## src/rtl/nibcpu_pkg.sv

```systemverilog
package nibcpu_pkg;
  localparam int WORD_W  = 4;
  localparam int INSTR_W = 8;
  localparam int SEG_W   = 7;
  localparam int OP_W    = 3;

  typedef enum logic [OP_W-1:0] {
    OP_LOAD = 3'd0,
    OP_ADD  = 3'd1,
    OP_AND  = 3'd2,
    OP_OR   = 3'd3,
    OP_MOVE = 3'd4,
    OP_SUB  = 3'd5,
    OP_SHOW = 3'd6,
    OP_INV  = 3'd7
  } op_e;

  typedef enum logic [1:0] {
    VIEW_R2 = 2'd0,
    VIEW_R0 = 2'd1,
    VIEW_R1 = 2'd2
  } view_e;

  typedef struct packed {
    op_e               op;
    logic              rsel;
    logic [WORD_W-1:0] imm;
  } instr_t;

  function automatic logic op_writes_r2(op_e op);
    return (op == OP_ADD) || (op == OP_AND) || (op == OP_OR) ||
           (op == OP_SUB) || (op == OP_INV);
  endfunction
endpackage

```

## src/rtl/nibcpu_act_edge.sv

```systemverilog
module nibcpu_act_edge #(
  parameter int STAGES = 2
) (
  input  logic clk,
  input  logic rst,
  input  logic act_n,
  output logic fire
);
  localparam int LAST = STAGES - 1;

  logic [STAGES-1:0] chain;
  logic              held;

  generate
    for (genvar i = 0; i < STAGES; i++) begin : g_sync
      if (i == 0) begin : g_first
        always_ff @(posedge clk) begin
          if (rst) chain[0] <= 1'b1;
          else     chain[0] <= act_n;
        end
      end else begin : g_next
        always_ff @(posedge clk) begin
          if (rst) chain[i] <= 1'b1;
          else     chain[i] <= chain[i-1];
        end
      end
    end
  endgenerate

  always_ff @(posedge clk) begin
    if (rst) held <= 1'b1;
    else     held <= chain[LAST];
  end

  assign fire = held & ~chain[LAST];

  // R9: an execute pulse lasts a single cycle
  p_single_fire_r9: assert property (@(posedge clk) disable iff (rst)
    fire |=> !fire);
endmodule

```

## src/rtl/nibcpu_alu.sv

```systemverilog
module nibcpu_alu
  import nibcpu_pkg::*;
(
  input  op_e               op,
  input  logic              rsel,
  input  logic [WORD_W-1:0] a0,
  input  logic [WORD_W-1:0] a1,
  output logic [WORD_W-1:0] res
);
  logic [WORD_W-1:0] picked;

  assign picked = rsel ? a1 : a0;

  always_comb begin
    unique case (op)
      OP_ADD:  res = a0 + a1;
      OP_SUB:  res = a1 - a0;
      OP_AND:  res = a0 & a1;
      OP_OR:   res = a0 | a1;
      OP_INV:  res = ~picked;
      default: res = '0;
    endcase
  end
endmodule

```

## src/rtl/nibcpu_regs.sv

```systemverilog
module nibcpu_regs
  import nibcpu_pkg::*;
(
  input  logic              clk,
  input  logic              rst,
  input  logic              fire,
  input  instr_t            ins,
  output logic [WORD_W-1:0] shown
);
  logic [WORD_W-1:0] gpr [2];
  logic [WORD_W-1:0] r2;
  logic [WORD_W-1:0] alu_res;
  view_e             view;

  nibcpu_alu u_alu (
    .op   (ins.op),
    .rsel (ins.rsel),
    .a0   (gpr[0]),
    .a1   (gpr[1]),
    .res  (alu_res)
  );

  generate
    for (genvar k = 0; k < 2; k++) begin : g_gpr
      always_ff @(posedge clk) begin
        if (rst) begin
          gpr[k] <= '0;
        end else if (fire && (ins.rsel == 1'(k))) begin
          if (ins.op == OP_LOAD)      gpr[k] <= ins.imm;
          else if (ins.op == OP_MOVE) gpr[k] <= r2;
        end
      end
    end
  endgenerate

  always_ff @(posedge clk) begin
    if (rst) begin
      r2   <= '0;
      view <= VIEW_R2;
    end else if (fire) begin
      if (op_writes_r2(ins.op)) begin
        r2   <= alu_res;
        view <= VIEW_R2;
      end else if (ins.op == OP_SHOW) begin
        view <= ins.rsel ? VIEW_R1 : VIEW_R0;
      end
    end
  end

  always_comb begin
    unique case (view)
      VIEW_R0: shown = gpr[0];
      VIEW_R1: shown = gpr[1];
      default: shown = r2;
    endcase
  end

  // R8: no execute pulse, no state change
  p_idle_hold_r8: assert property (@(posedge clk) disable iff (rst)
    !fire |=> ($stable(gpr[0]) && $stable(gpr[1]) && $stable(r2) && $stable(view)));

  // R2: load of R0 takes the immediate
  p_load_r0_r2: assert property (@(posedge clk) disable iff (rst)
    (fire && ins.op == OP_LOAD && !ins.rsel) |=> gpr[0] == $past(ins.imm));

  // R3: addition wraps modulo 16
  p_add_wrap_r3: assert property (@(posedge clk) disable iff (rst)
    (fire && ins.op == OP_ADD) |=> r2 == WORD_W'($past(gpr[0]) + $past(gpr[1])));

  // R5: move into R1 copies old R2
  p_move_r1_r5: assert property (@(posedge clk) disable iff (rst)
    (fire && ins.op == OP_MOVE && ins.rsel) |=> gpr[1] == $past(r2));

  // R7: writing R2 returns the display to R2
  p_r2_write_view_r7: assert property (@(posedge clk) disable iff (rst)
    (fire && op_writes_r2(ins.op)) |=> view == VIEW_R2);
endmodule

```

## src/rtl/nibcpu_seg7.sv

```systemverilog
module nibcpu_seg7
  import nibcpu_pkg::*;
(
  input  logic              clk,
  input  logic              rst,
  input  logic [WORD_W-1:0] value,
  output logic [SEG_W-1:0]  seg_n
);
  logic [SEG_W-1:0] lit;

  always_comb begin
    unique case (value)
      4'h0: lit = 7'h3F;
      4'h1: lit = 7'h06;
      4'h2: lit = 7'h5B;
      4'h3: lit = 7'h4F;
      4'h4: lit = 7'h66;
      4'h5: lit = 7'h6D;
      4'h6: lit = 7'h7D;
      4'h7: lit = 7'h07;
      4'h8: lit = 7'h7F;
      4'h9: lit = 7'h6F;
      4'hA: lit = 7'h77;
      4'hB: lit = 7'h7C;
      4'hC: lit = 7'h39;
      4'hD: lit = 7'h5E;
      4'hE: lit = 7'h79;
      default: lit = 7'h71;
    endcase
  end

  assign seg_n = ~lit;

  // R10: every glyph lights at least two segments
  p_glyph_lit_r10: assert property (@(posedge clk) disable iff (rst)
    $countones(~seg_n) >= 2);
endmodule

```

## src/rtl/nibcpu.sv

```systemverilog
module nibcpu
  import nibcpu_pkg::*;
#(
  parameter int SYNC_STAGES = 2
) (
  input  logic               clk,
  input  logic               rst,
  input  logic               act_n,
  input  logic [INSTR_W-1:0] instr,
  output logic [SEG_W-1:0]   seg_n
);
  logic              fire;
  logic [WORD_W-1:0] shown;
  instr_t            ins;

  assign ins = instr_t'(instr);

  nibcpu_act_edge #(.STAGES(SYNC_STAGES)) u_edge (
    .clk   (clk),
    .rst   (rst),
    .act_n (act_n),
    .fire  (fire)
  );

  nibcpu_regs u_regs (
    .clk   (clk),
    .rst   (rst),
    .fire  (fire),
    .ins   (ins),
    .shown (shown)
  );

  nibcpu_seg7 u_seg (
    .clk   (clk),
    .rst   (rst),
    .value (shown),
    .seg_n (seg_n)
  );
endmodule

```

## config.mk

```make
export PLATFORM = sky130hd
export DESIGN_NAME = nibcpu
export DESIGN_NICKNAME = d
export VERILOG_FILES = /design/src/rtl/nibcpu_pkg.sv /design/src/rtl/nibcpu_act_edge.sv /design/src/rtl/nibcpu_alu.sv /design/src/rtl/nibcpu_regs.sv /design/src/rtl/nibcpu_seg7.sv /design/src/rtl/nibcpu.sv
export SDC_FILE = /design/constraint.sdc
export NUM_CORES = 1
export LEC_CHECK = 0
export ABC_AREA = 1
export BUFFER_PORTS_ARGS = -buffer_cell sky130_fd_sc_hd__buf_4
export CORE_MARGIN = 5
export CORE_UTILIZATION = 52
export DETAILED_ROUTE_END_ITERATION = 16
export PLACE_DENSITY = 0.75
export SYNTH_ARGS = -nofsm -noshare
export SYNTH_HDL_FRONTEND = slang
export SYNTH_SLANG_ARGS = --single-unit
```

## constraint.sdc

```tcl
create_clock -name clk -period 1.8 [get_ports clk]
set_clock_uncertainty 0.05 [all_clocks]
set_input_delay 0.09 -clock clk [delete_from_list [all_inputs] [get_ports clk]]
set_output_delay 0.09 -clock clk [all_outputs]
set_load 0.05 [all_outputs]
```

* Word-level counts from Yosys, hierarchy flattened
Memory sizes are Yosys's and may differ from the RTL's. Index checks and enable logic that the tools add are counted.
Storage, ports and cells: register bits after elaboration 9, memory bits (writable) 8, ROM bits 112, output and inout bits 7, memories 2
Cells by class: add/sub/neg operators 2, equal/unequal tests 9, mux-type cells 27, bitwise logic cells 11, reduce and logical (&&, ||, !) cells 10
Memories:
- (no name shown) | words 16, bits a word 7, read ports 1, clocked after Yosys merged registers in 0, write ports 0, RTL line nibcpu_seg7.sv:12 | unique case (value)
- u_regs.gpr | words 2, bits a word 4, read ports 2, clocked after Yosys merged registers in 0, write ports 2, RTL line nibcpu_regs.sv:10 | logic [WORD_W-1:0] gpr [2];
Operator list (count):
- 4-bit 2-to-1 mux | 5
- 4-bit case mux with 5 select lines | 1
- 1-bit 2-to-1 mux | 17
- 3-bit == test (second input constant) | 4
- 4-bit case mux with 2 select lines | 1
- 7-bit NOT | 1
- 3-bit by 2-bit == test with 1-bit output (second input constant) | 2
- 2-bit 2-to-1 mux | 3
- 4-bit adder | 1
- 4-bit AND | 1
- 1-bit logical OR | 4
- 4-bit NOT | 1
- 1-bit bitwise OR | 4
- 4-bit bitwise OR | 1
- 2-bit AND reduction | 2
- 4-bit subtractor | 1
- 3-bit by 1-bit == test with 1-bit output (second input constant) | 1
- 3-bit zero test | 1
- 2-bit by 1-bit == test with 1-bit output (second input constant) | 1
- 2-bit == test (second input constant) | 1
- 1-bit logical AND | 2
- 1-bit NOT | 2
- 2-bit nonzero test | 1
- 1-bit AND | 1

* Logic depth before layout (Yosys ltp)
Gate-level depths: netlist of the first run.
depth after elaboration 8, depth in mapped cells 12

* Hierarchy
From an unflattened synthesis of the first run, not the netlist that was laid out.
Unflattened totals: cell total of the unflattened synthesis 251, area, all modules 1611.5 µm²
By module, submodules not included:
- nibcpu_regs | instances 1, cells an instance 116, area each 847.1 µm²
- nibcpu_alu | instances 1, cells an instance 75, area each 409.1 µm²
- nibcpu_seg7 | instances 1, cells an instance 48, area each 261.5 µm²
- nibcpu_act_edge | instances 1, cells an instance 12, area each 93.8 µm²

* Worst setup path before layout of the first run
Ideal clock, no wire load.
kind register to output, start register u_regs.view[0], end output seg_n[1], data arrival time 2805 ps, setup slack -1145 ps, stages on the path, launching flop included 10, buffers on the path 0, path through dfxtp_1 > inv_1 > ha_1 > inv_2 > nand3_1 > o21ai_1 > inv_1 > ha_1 > o21ai_0 > a21boi_0
Between the ends: word-level cells in the longest chain between the ends 4, elaborated cells between the ends (all ways) 5, classes of those cells eq/ne: 2; mux: 1; bitwise: 1; memory: 1
RTL lines:
- start: declaration | RTL line nibcpu_regs.sv:13 | view_e view;
- start signal: assignment | RTL line nibcpu_regs.sv:45 | view <= ins.rsel ? VIEW_R1 : VIEW_R0;
- 2-bit == test or 2-bit by 1-bit == test with 1-bit output (tied branches) | RTL line nibcpu_regs.sv:51 | unique case (view)
- 4-bit case mux with 2 select lines * | RTL line nibcpu_regs.sv:51
- memory read 16 x 7 bit *
- 7-bit NOT * | RTL line nibcpu_seg7.sv:32 | assign seg_n = ~lit;
- end: declaration | RTL line nibcpu.sv:10 | output logic [SEG_W-1:0] seg_n
Mark *: on every way between the ends. The rest lies on a longest branch, timed or not.

* Final worst setup path of the first run
Ends and elaborated chain as after synthesis.

==> out/qor.json, run 1 <==
{
  "clock_network": {
    "cts_tree": "built",
    "tritoncts.num_buffers": 3,
    "clkTransAtPathRegs_ps": 110,
    "tritoncts_num_sinks": 17,
    "worst_skew_pair.late_latency_ps": 300,
    "cts.path.max_buffers": 2,
    "h-tree-depth": 1,
    "clock-root-buffer": "sky130_fd_sc_hd__clkbuf_4"
  },
  "sta": {
    "timing.setup.tns_ps": -2559,
    "report.final.slew_viol_count": 0,
    "timing.fmax_mhz": 451.7,
    "rsz_0062_raised_after_global_routing": "yes",
    "min_tclk_post_route_ps": 2214,
    "timing.slew.headroom_pct": 74.30,
    "final_min_period_over_clock_period_pct": 123.0,
    "worst_pin_slew_ps": 381.5,
    "hold_viol_final": 0,
    "setup_slack_ps": -413.8,
    "timing.final.setup_violations": 9
  },
  "placed_design": {
    "dp_hpwl_mm": 3.262,
    "place_congestion": 0.8866,
    "place.port_buffers": 17
  },
  "critical_path": {
    "critical-path-max-stage-delay_ps": 370,
    "worst-endpoint-required_ps": 1660,
    "critical_path.max_fanout": 6,
    "cpMaxStageDelayCell": "sky130_fd_sc_hd__dfxtp_2",
    "startpoint_class": "flop",
    "r2r_slack_ps": -50,
    "kind_of_cell_adding_the_most_delay_to_the_critical_path": "adder cells",
    "critPathKind": "flop to primary output",
    "cp_cell_sequence": "inv_2, ha_4, inv_8, nand3_4, o21ai_4, inv_2, ha_4, o21ai_4, a21boi_4, buf_6",
    "path_buf_inv": 4,
    "setup.worst_path.end_class": "primary output",
    "arrival_ps": 2070
  },
  "global_routing": {
    "first_global_vias": 1606,
    "grt_use_total_pct": 23.08,
    "gr-total-overflow": 0,
    "grt_start_max_net_pins": 14,
    "grt_pass1_wl_mm": 7.355,
    "grt_antenna_before_repair": 0
  },
  "job": {
    "max-cap-violations": 0
  },
  "yosys": {
    "yosysMostFrequentCell": "sky130_fd_sc_hd__nand2_1",
    "synthCells": 217,
    "synthesis.area_um2": 1460,
    "synth.distinct_cells": 27,
    "synthesis.yosys.warnings": 0,
    "synthTopCellsByArea": "sky130_fd_sc_hd__edfxtp_1 (16%), sky130_fd_sc_hd__nand2_1 (14%), sky130_fd_sc_hd__dfxtp_1 (12%)",
    "yosys-top-cells-count": "sky130_fd_sc_hd__nand2_1 (53), sky130_fd_sc_hd__inv_1 (31), sky130_fd_sc_hd__nor2_1 (30)",
    "synthFlopType": "sky130_fd_sc_hd__dfxtp_1",
    "synth_top_area_share_pct": 16.45,
    "synth_enable_flop_cells": 8,
    "postSynth.asyncResetShare_pct": 0,
    "yosysSeqAreaShare_pct": 28.79,
    "synth.largest_area_cell": "sky130_fd_sc_hd__edfxtp_1",
    "ys_seq_elements": 17,
    "avgSynthCellArea_um2": 6.729,
    "net_count_after_synthesis": 243
  },
  "layout": {
    "diodes": 0,
    "synthToLayoutAreaGrowth_pct": 44.47,
    "drive_above_1_share_pct": 35.63,
    "final_net_count": 288,
    "filler_instances": 186
  },
  "drt": {
    "drt-wirelength-per-cell_um": 15.46,
    "dr_total_vias": 1676,
    "detailedRoute.firstIterationViolations": 99,
    "detail_route.wirelength_mm": 4.515,
    "drc": 0,
    "detail_route.first_pass.iterations": 4,
    "via_per_inst": 5.740,
    "postRouteAntennaNets": 0
  },
  "pwr": {
    "power.internal_mw": 0.6737,
    "swShare_pct": 36.86,
    "pwr-share-seq_pct": 40.4,
    "maximum_vdd_drop_mv": 0.5560,
    "power-per-cell-area_nw_per_um2": 505.8,
    "clockPowerShare_pct": 20.1,
    "switching_power_mw": 0.3934,
    "static-leakage-power_nw": 0.9337,
    "power.total_mw": 1.067,
    "pwr-share-comb_pct": 39.5
  },
  "die": {
    "floorplan.die.width_um": 62.99,
    "floorplan.rows": 19,
    "initial_utilization_pct": 53.41,
    "dieHeight_um": 62.99,
    "dieArea_um2": 3968,
    "pin_count": 18,
    "core_area_um2": 2734
  },
  "run_status": {
    "status": "finished, violations left",
    "failed_checks": "negative setup slack"
  },
  "min_path": {
    "hold_path.class": "input port to flop"
  }
}
-- tightest hold or removal path: cells and delay by family --
| family | cells | cell delay, ps |
|---|---|---|
| buffers and inverters | 1 | 150 |
| AO/OA/AOI/OAI | 1 | 80 |
| AND/OR/NAND/NOR | 1 | 80 |
-- through the flow --
stage / cells / cell area, um2 / setup WS (ps) / hold slack (ps) / utilization, %
floorplan: 217 / 1567 / -72.17 / 105.0 / -
global placement: 281 / 1852 / -48.29 / 226.5 / 67.73
detailed placement: 281 / 1852 / -119.4 / 229.9 / 67.73
CTS: 291 / 2033 / -388.1 / 79.88 / 74.37
global route: 292 / 2110 / -548.9 / 98.90 / 77.16
finish: 292 / 2110 / -413.8 / 77.41 / 77.16
-- final timing paths --
check | start | to | depth (start not counted)
max | u_regs.view[0] | seg_n[1] | 10
min reg2reg | u_edge.chain[0] | u_edge.chain[1] | 1
min | instr[4] | u_regs.view[1] | 3
max reg2reg | u_regs.gpr[1][0] | u_regs.r2[2] | 9
-- layout make-up --
| type | count | area, um2 | share of cell area (%) |
|---|---|---|---|
| sequential | 17 | 425.4 | 20.17 |
| inverter | 34 | 142.6 | 6.762 |
| tap | 31 | 38.79 | 1.839 |
| multi-input combinational | 165 | 1116 | 52.91 |
| timing repair buffer | 41 | 360.3 | 17.08 |
| clock buffer | 4 | 26.28 | 1.246 |
-- power by group through the flow --
stage / clock [mW] / sequential, mW / combinational (mW)
2_1_floorplan: 0 / 0.437 / 0.237
3_3_place_gp: 0 / 0.439 / 0.339
3_5_place_dp: 0 / 0.440 / 0.348
4_1_cts: 0.213 / 0.430 / 0.388
5_1_grt: 0.236 / 0.433 / 0.450
6_report: 0.215 / 0.431 / 0.421
-- state kept, by name, summed over array words and instances, names as in the netlist --
register and count:
u_edge.chain 2, u_edge.held 1, u_regs.gpr 8, u_regs.r2 4, u_regs.view 2
-- kinds of logic (layout without fill, tap and decap cells) --
logic type | after synthesis | after routing | share of synthesized area [%]
compound gates | 47 | 48 | 19.19
xor+xnor | 1 | 1 | 0.5999
fa+ha+maj | 15 | 15 | 13.37
buf+inv | 36 | 79 | 9.854
flops | 17 | 17 | 28.79
simple gates | 101 | 101 | 28.19
-- layout by cell type, fill, tap and decap left out, types with 2 or more instances in the layout --
master	netlist	routed
sky130_fd_sc_hd__buf_6	1	10
sky130_fd_sc_hd__ha_4	0	4
sky130_fd_sc_hd__buf_4	0	27
sky130_fd_sc_hd__o21ai_1	5	5
sky130_fd_sc_hd__clkbuf_4	0	3
sky130_fd_sc_hd__nor2_2	1	3
sky130_fd_sc_hd__o21ai_2	1	4
sky130_fd_sc_hd__nand2_1	53	47
sky130_fd_sc_hd__nand2_2	0	5
sky130_fd_sc_hd__o21ai_0	18	12
sky130_fd_sc_hd__a21oi_1	8	5
sky130_fd_sc_hd__ha_2	0	3
sky130_fd_sc_hd__edfxtp_1	8	8
sky130_fd_sc_hd__inv_1	31	22
sky130_fd_sc_hd__inv_4	0	3
sky130_fd_sc_hd__dfxtp_1	9	7
sky130_fd_sc_hd__inv_2	3	8
sky130_fd_sc_hd__ha_1	14	7
sky130_fd_sc_hd__o22ai_1	4	4
sky130_fd_sc_hd__or2_2	3	3
sky130_fd_sc_hd__nor2_1	30	28
sky130_fd_sc_hd__nand3_1	12	9
sky130_fd_sc_hd__dlygate4sd3_1	0	3
sky130_fd_sc_hd__o211ai_1	4	4
sky130_fd_sc_hd__a21oi_2	0	2
sky130_fd_sc_hd__a22oi_1	2	2
sky130_fd_sc_hd__o21ai_4	1	5
sky130_fd_sc_hd__nand3_4	0	2
sky130_fd_sc_hd__a211oi_1	2	2
sky130_fd_sc_hd__nand3_2	1	2
-- repair_timing --
action,CTS,global route
resized for setup,27,18
hold buffers,3,0
cloned,1,0
setup buffers,2,1
pin swaps,6,20
endpoints found under the setup margin,9,10
hold endpoints to repair,5,0
-- per-layer routing --
| layer | share of wire (%) | global-route usage [%] | wire length [um] | vias up |
|---|---|---|---|---|
| met3 | 6.6 | 3.777 | 298 | 11 |
| li1 | - | - | - | 800 |
| met5 | 0 | 0 | 0 | - |
| met4 | 2.3 | 11.14 | 104 | 0 |
| met1 | 40 | 27.70 | 1806 | 775 |
| met2 | 51 | 39.36 | 2305 | 90 |
Power figures use the tool's default switching activity.
==> run 2, diff against run 1 <==
--- a/config.mk
+++ b/config.mk
@@ -5,12 +5,11 @@
 export SDC_FILE = /design/constraint.sdc
 export NUM_CORES = 1
 export LEC_CHECK = 0
-export ABC_AREA = 1
 export BUFFER_PORTS_ARGS = -buffer_cell sky130_fd_sc_hd__buf_4
 export CORE_MARGIN = 5
 export CORE_UTILIZATION = 52
 export DETAILED_ROUTE_END_ITERATION = 16
-export PLACE_DENSITY = 0.75
+export PLACE_DENSITY = 0.76
 export SYNTH_ARGS = -nofsm -noshare
 export SYNTH_HDL_FRONTEND = slang
 export SYNTH_SLANG_ARGS = --single-unit
==> out/qor.json, run 2 <==
{
  "run_status": {
    "status": "finished, violations left",
    "failed_checks": "negative setup slack"
  },
  "yosys": {
    "synthTopCellsByArea": "sky130_fd_sc_hd__edfxtp_1 (17%), sky130_fd_sc_hd__dfxtp_1 (13%), sky130_fd_sc_hd__ha_1 (12%)",
    "synthMuxAreaShare_pct": 9.258,
    "net_count_after_synthesis": 194,
    "synthesis.area_um2": 1433,
    "post_synth_fa_ha_maj_area_fraction_pct": 13.62,
    "yosys-top-cells-count": "sky130_fd_sc_hd__nor2_1 (24), sky130_fd_sc_hd__o21ai_0 (16), sky130_fd_sc_hd__ha_1 (14)",
    "synth_top_area_share_pct": 16.77,
    "synth.distinct_cells": 43,
    "dominant_combinational_cell_family_by_area_after_synthesis": "compound AO/OA/AOI/OAI gates",
    "synth_enable_flop_cells": 8,
    "ys_seq_elements": 17,
    "synthesized_area_fraction_occupied_by_xor_and_xnor_cells_pct": 1.834,
    "synth_compound_gate_area_share_pct": 20.79,
    "yosysSeqAreaShare_pct": 29.34,
    "synthCells": 168,
    "synthesis.yosys.warnings": 0,
    "synthFlopType": "sky130_fd_sc_hd__dfxtp_1",
    "synth.largest_area_cell": "sky130_fd_sc_hd__edfxtp_1",
    "yosysMostFrequentCell": "sky130_fd_sc_hd__nor2_1",
    "postSynth.asyncResetShare_pct": 0,
    "avgSynthCellArea_um2": 8.528,
    "synthSimpleGateAreaFrac_pct": 19.91
  },
  "min_path": {
    "hold_path.class": "input port to flop",
    "holdPathEnd": "u_regs.gpr[0][2]",
    "hp-start": "instr[2]",
    "worst_hold_path_stage_count": 3
  },
  "sta": {
    "timing.final.setup_violations": 10,
    "rsz_0062_raised_after_global_routing": "yes",
    "report.final.slew_viol_count": 0,
    "hold_viol_final": 0,
    "worst_pin_slew_ps": 532.9,
    "timing.fmax_mhz": 446.4,
    "timing.slew.headroom_pct": 64.10,
    "final_min_period_over_clock_period_pct": 124.4,
    "setup_slack_ps": -440.0,
    "min_tclk_post_route_ps": 2240
  },
  "critical_path": {
    "setup.worst_path.end_class": "primary output",
    "r2r_slack_ps": -310,
    "startpoint_class": "flop",
    "crit-reg2reg-launch": "u_regs.gpr[0][1]",
    "kind_of_cell_adding_the_most_delay_to_the_critical_path": "buffers and inverters",
    "cpMaxStageDelayCell": "sky130_fd_sc_hd__edfxtp_1",
    "arrival_ps": 2100,
    "critPathKind": "flop to primary output",
    "timing.reg2reg.worst_path_depth": 10,
    "worst-endpoint-required_ps": 1660,
    "critical_path.max_fanout": 5,
    "path_buf_inv": 3,
    "cp_cell_sequence": "buf_4, a22oi_2, o21ai_4, inv_4, ha_4, mux2_4, o32ai_4, buf_6",
    "regToRegEndpoint": "u_regs.r2[2]",
    "critical-path-max-stage-delay_ps": 420
  },
  "clock_network": {
    "clock-root-buffer": "sky130_fd_sc_hd__clkbuf_4",
    "worst_skew_pair.late_latency_ps": 300,
    "tritoncts_num_sinks": 17,
    "h-tree-depth": 1,
    "clkTransAtPathRegs_ps": 90,
    "cts.path.max_buffers": 2,
    "tritoncts.num_buffers": 3,
    "cts_tree": "built"
  },
  "placed_design": {
    "place_inst": 234,
    "dp_hpwl_mm": 2.954,
    "place.port_buffers": 17,
    "place_congestion": 0.9315,
    "preCtsSetupSlack_ps": -384.8
  },
  "die": {
    "pin_count": 18,
    "core_area_um2": 2686,
    "floorplan.rows": 19,
    "dieHeight_um": 62.49,
    "dieArea_um2": 3905,
    "floorplan.die.width_um": 62.49,
    "initial_utilization_pct": 53.33
  },
  "pwr": {
    "swShare_pct": 32.61,
    "pwr-share-comb_pct": 35.8,
    "clockPowerShare_pct": 20.7,
    "maximum_vdd_drop_mv": 0.7472,
    "power.internal_mw": 0.6664,
    "pwr-share-seq_pct": 43.5,
    "power-per-cell-area_nw_per_um2": 454.7,
    "switching_power_mw": 0.3225,
    "static-leakage-power_nw": 0.8277
  },
  "drt": {
    "postRouteAntennaNets": 0,
    "dr_total_vias": 1449,
    "drc": 0,
    "drt-wirelength-per-cell_um": 16.43,
    "detail_route.wirelength_mm": 3.977,
    "via_per_inst": 5.988,
    "detail_route.first_pass.iterations": 4,
    "detailedRoute.firstIterationViolations": 84
  },
  "layout": {
    "most_frequent_cells_in_the_layout": "sky130_fd_sc_hd__buf_4 (33), sky130_fd_sc_hd__nor2_1 (24), sky130_fd_sc_hd__buf_6 (11)",
    "drive_above_1_share_pct": 48.82,
    "final_net_count": 238,
    "synthToLayoutAreaGrowth_pct": 51.79,
    "diodes": 0,
    "finish.utilization_pct": 80.95,
    "largestRegisters": "u_regs.gpr x8, u_regs.r2 x4",
    "instances_no_fill": 242,
    "max_flop_register": "u_regs.gpr",
    "final_common_cell": "sky130_fd_sc_hd__buf_4",
    "largest_register_ffs": 8
  },
  "global_routing": {
    "grt_use_total_pct": 20.28,
    "grt_start_max_net_pins": 15,
    "grt_pass1_wl_mm": 6.486,
    "gr-total-overflow": 0,
    "first_global_vias": 1431,
    "grt_antenna_before_repair": 0
  },
  "job": {
    "max-cap-violations": 0
  }
}
-- run 2: timing repair --
item                                    CTS  global route
endpoints found under the setup margin   10            10
pin swaps                                 9             5
gates resized for setup                  25            12
hold buffers                              2             0
setup buffers                             1             1
endpoints found under the hold margin     4             0
-- run 2: power groups by stage --
| stage | clock network [mW] | logic [mW] | registers, mW |
|---|---|---|---|
| floorplan | 0 | 0.214 | 0.437 |
| detailed placement | 0 | 0.312 | 0.437 |
| global route | 0.228 | 0.380 | 0.432 |
| finish | 0.205 | 0.354 | 0.431 |
| global placement | 0 | 0.301 | 0.437 |
| CTS | 0.209 | 0.334 | 0.429 |
-- run 2: layout make-up --
cell class	count	area, um2
clock inverters	1	5.005
inverters	10	42.54
repair buffers	46	391.6
fillers	167	511.7
flip-flops and latches	17	422.9
multi-input cells	134	1251
well taps	31	38.79
clock buffers	3	22.52
-- run 2: cell families (layout without fill, tap and decap cells) --
logic type | count (synthesis) | in the layout
compound gates | 45 | 45
xor+xnor | 3 | 3
fa+ha+maj | 15 | 15
buf+inv | 17 | 60
flops | 17 | 17
mux | 13 | 13
simple gates | 58 | 58
-- run 2: worst reg2reg max path: stages (launching register included) --
cell and delay (ps):
sky130_fd_sc_hd__edfxtp_1 390, sky130_fd_sc_hd__inv_2 70, sky130_fd_sc_hd__ha_4 270, sky130_fd_sc_hd__mux2i_4 60, sky130_fd_sc_hd__buf_6 120, sky130_fd_sc_hd__fa_2 330
sky130_fd_sc_hd__xor2_1 150, sky130_fd_sc_hd__a22oi_1 160, sky130_fd_sc_hd__a21oi_1 60, sky130_fd_sc_hd__a311oi_1 280, sky130_fd_sc_hd__nor3_1 80
-- run 2: stage by stage --
step / instance area (um2) / power (mW) / setup TNS (ps) / hold WS [ps]
6_report: 2175 / 0.9888 / -3504 / 98.40
5_1_grt: 2175 / 1.039 / -4292 / 103.7
4_1_cts: 2101 / 0.9719 / -3648 / 84.92
3_5_place_dp: 1943 / 0.7488 / -3189 / 231.7
3_3_place_gp: 1943 / 0.7378 / -2591 / 226.6
2_1_floorplan: 1640 / 0.6507 / -1371 / 143.8
-- run 2: layer usage --
| metal | up-vias | global-route usage [%] | wire, um |
|---|---|---|---|
| met5 | - | 0 | 0 |
| met3 | 14 | 2.158 | 148 |
| met1 | 700 | 23.11 | 1634 |
| li1 | 695 | - | - |
| met4 | 0 | 10.88 | 164 |
| met2 | 40 | 36.53 | 2030 |
-- run 2: worst max-delay path by stage --
stage | startpoint | endpoint | slack [ps] | cells after the start
finish | u_regs.gpr[0][0] | seg_n[1] | -440 | 8
global route | u_regs.gpr[0][0] | seg_n[1] | -520 | 8
CTS | u_regs.view[0] | seg_n[1] | -440 | 9
detailed placement | u_regs.view[0] | seg_n[0] | -380 | 7
global placement | u_regs.view[0] | seg_n[0] | -310 | 7
floorplan | u_regs.gpr[0][0] | u_regs.r2[3] | -250 | 9
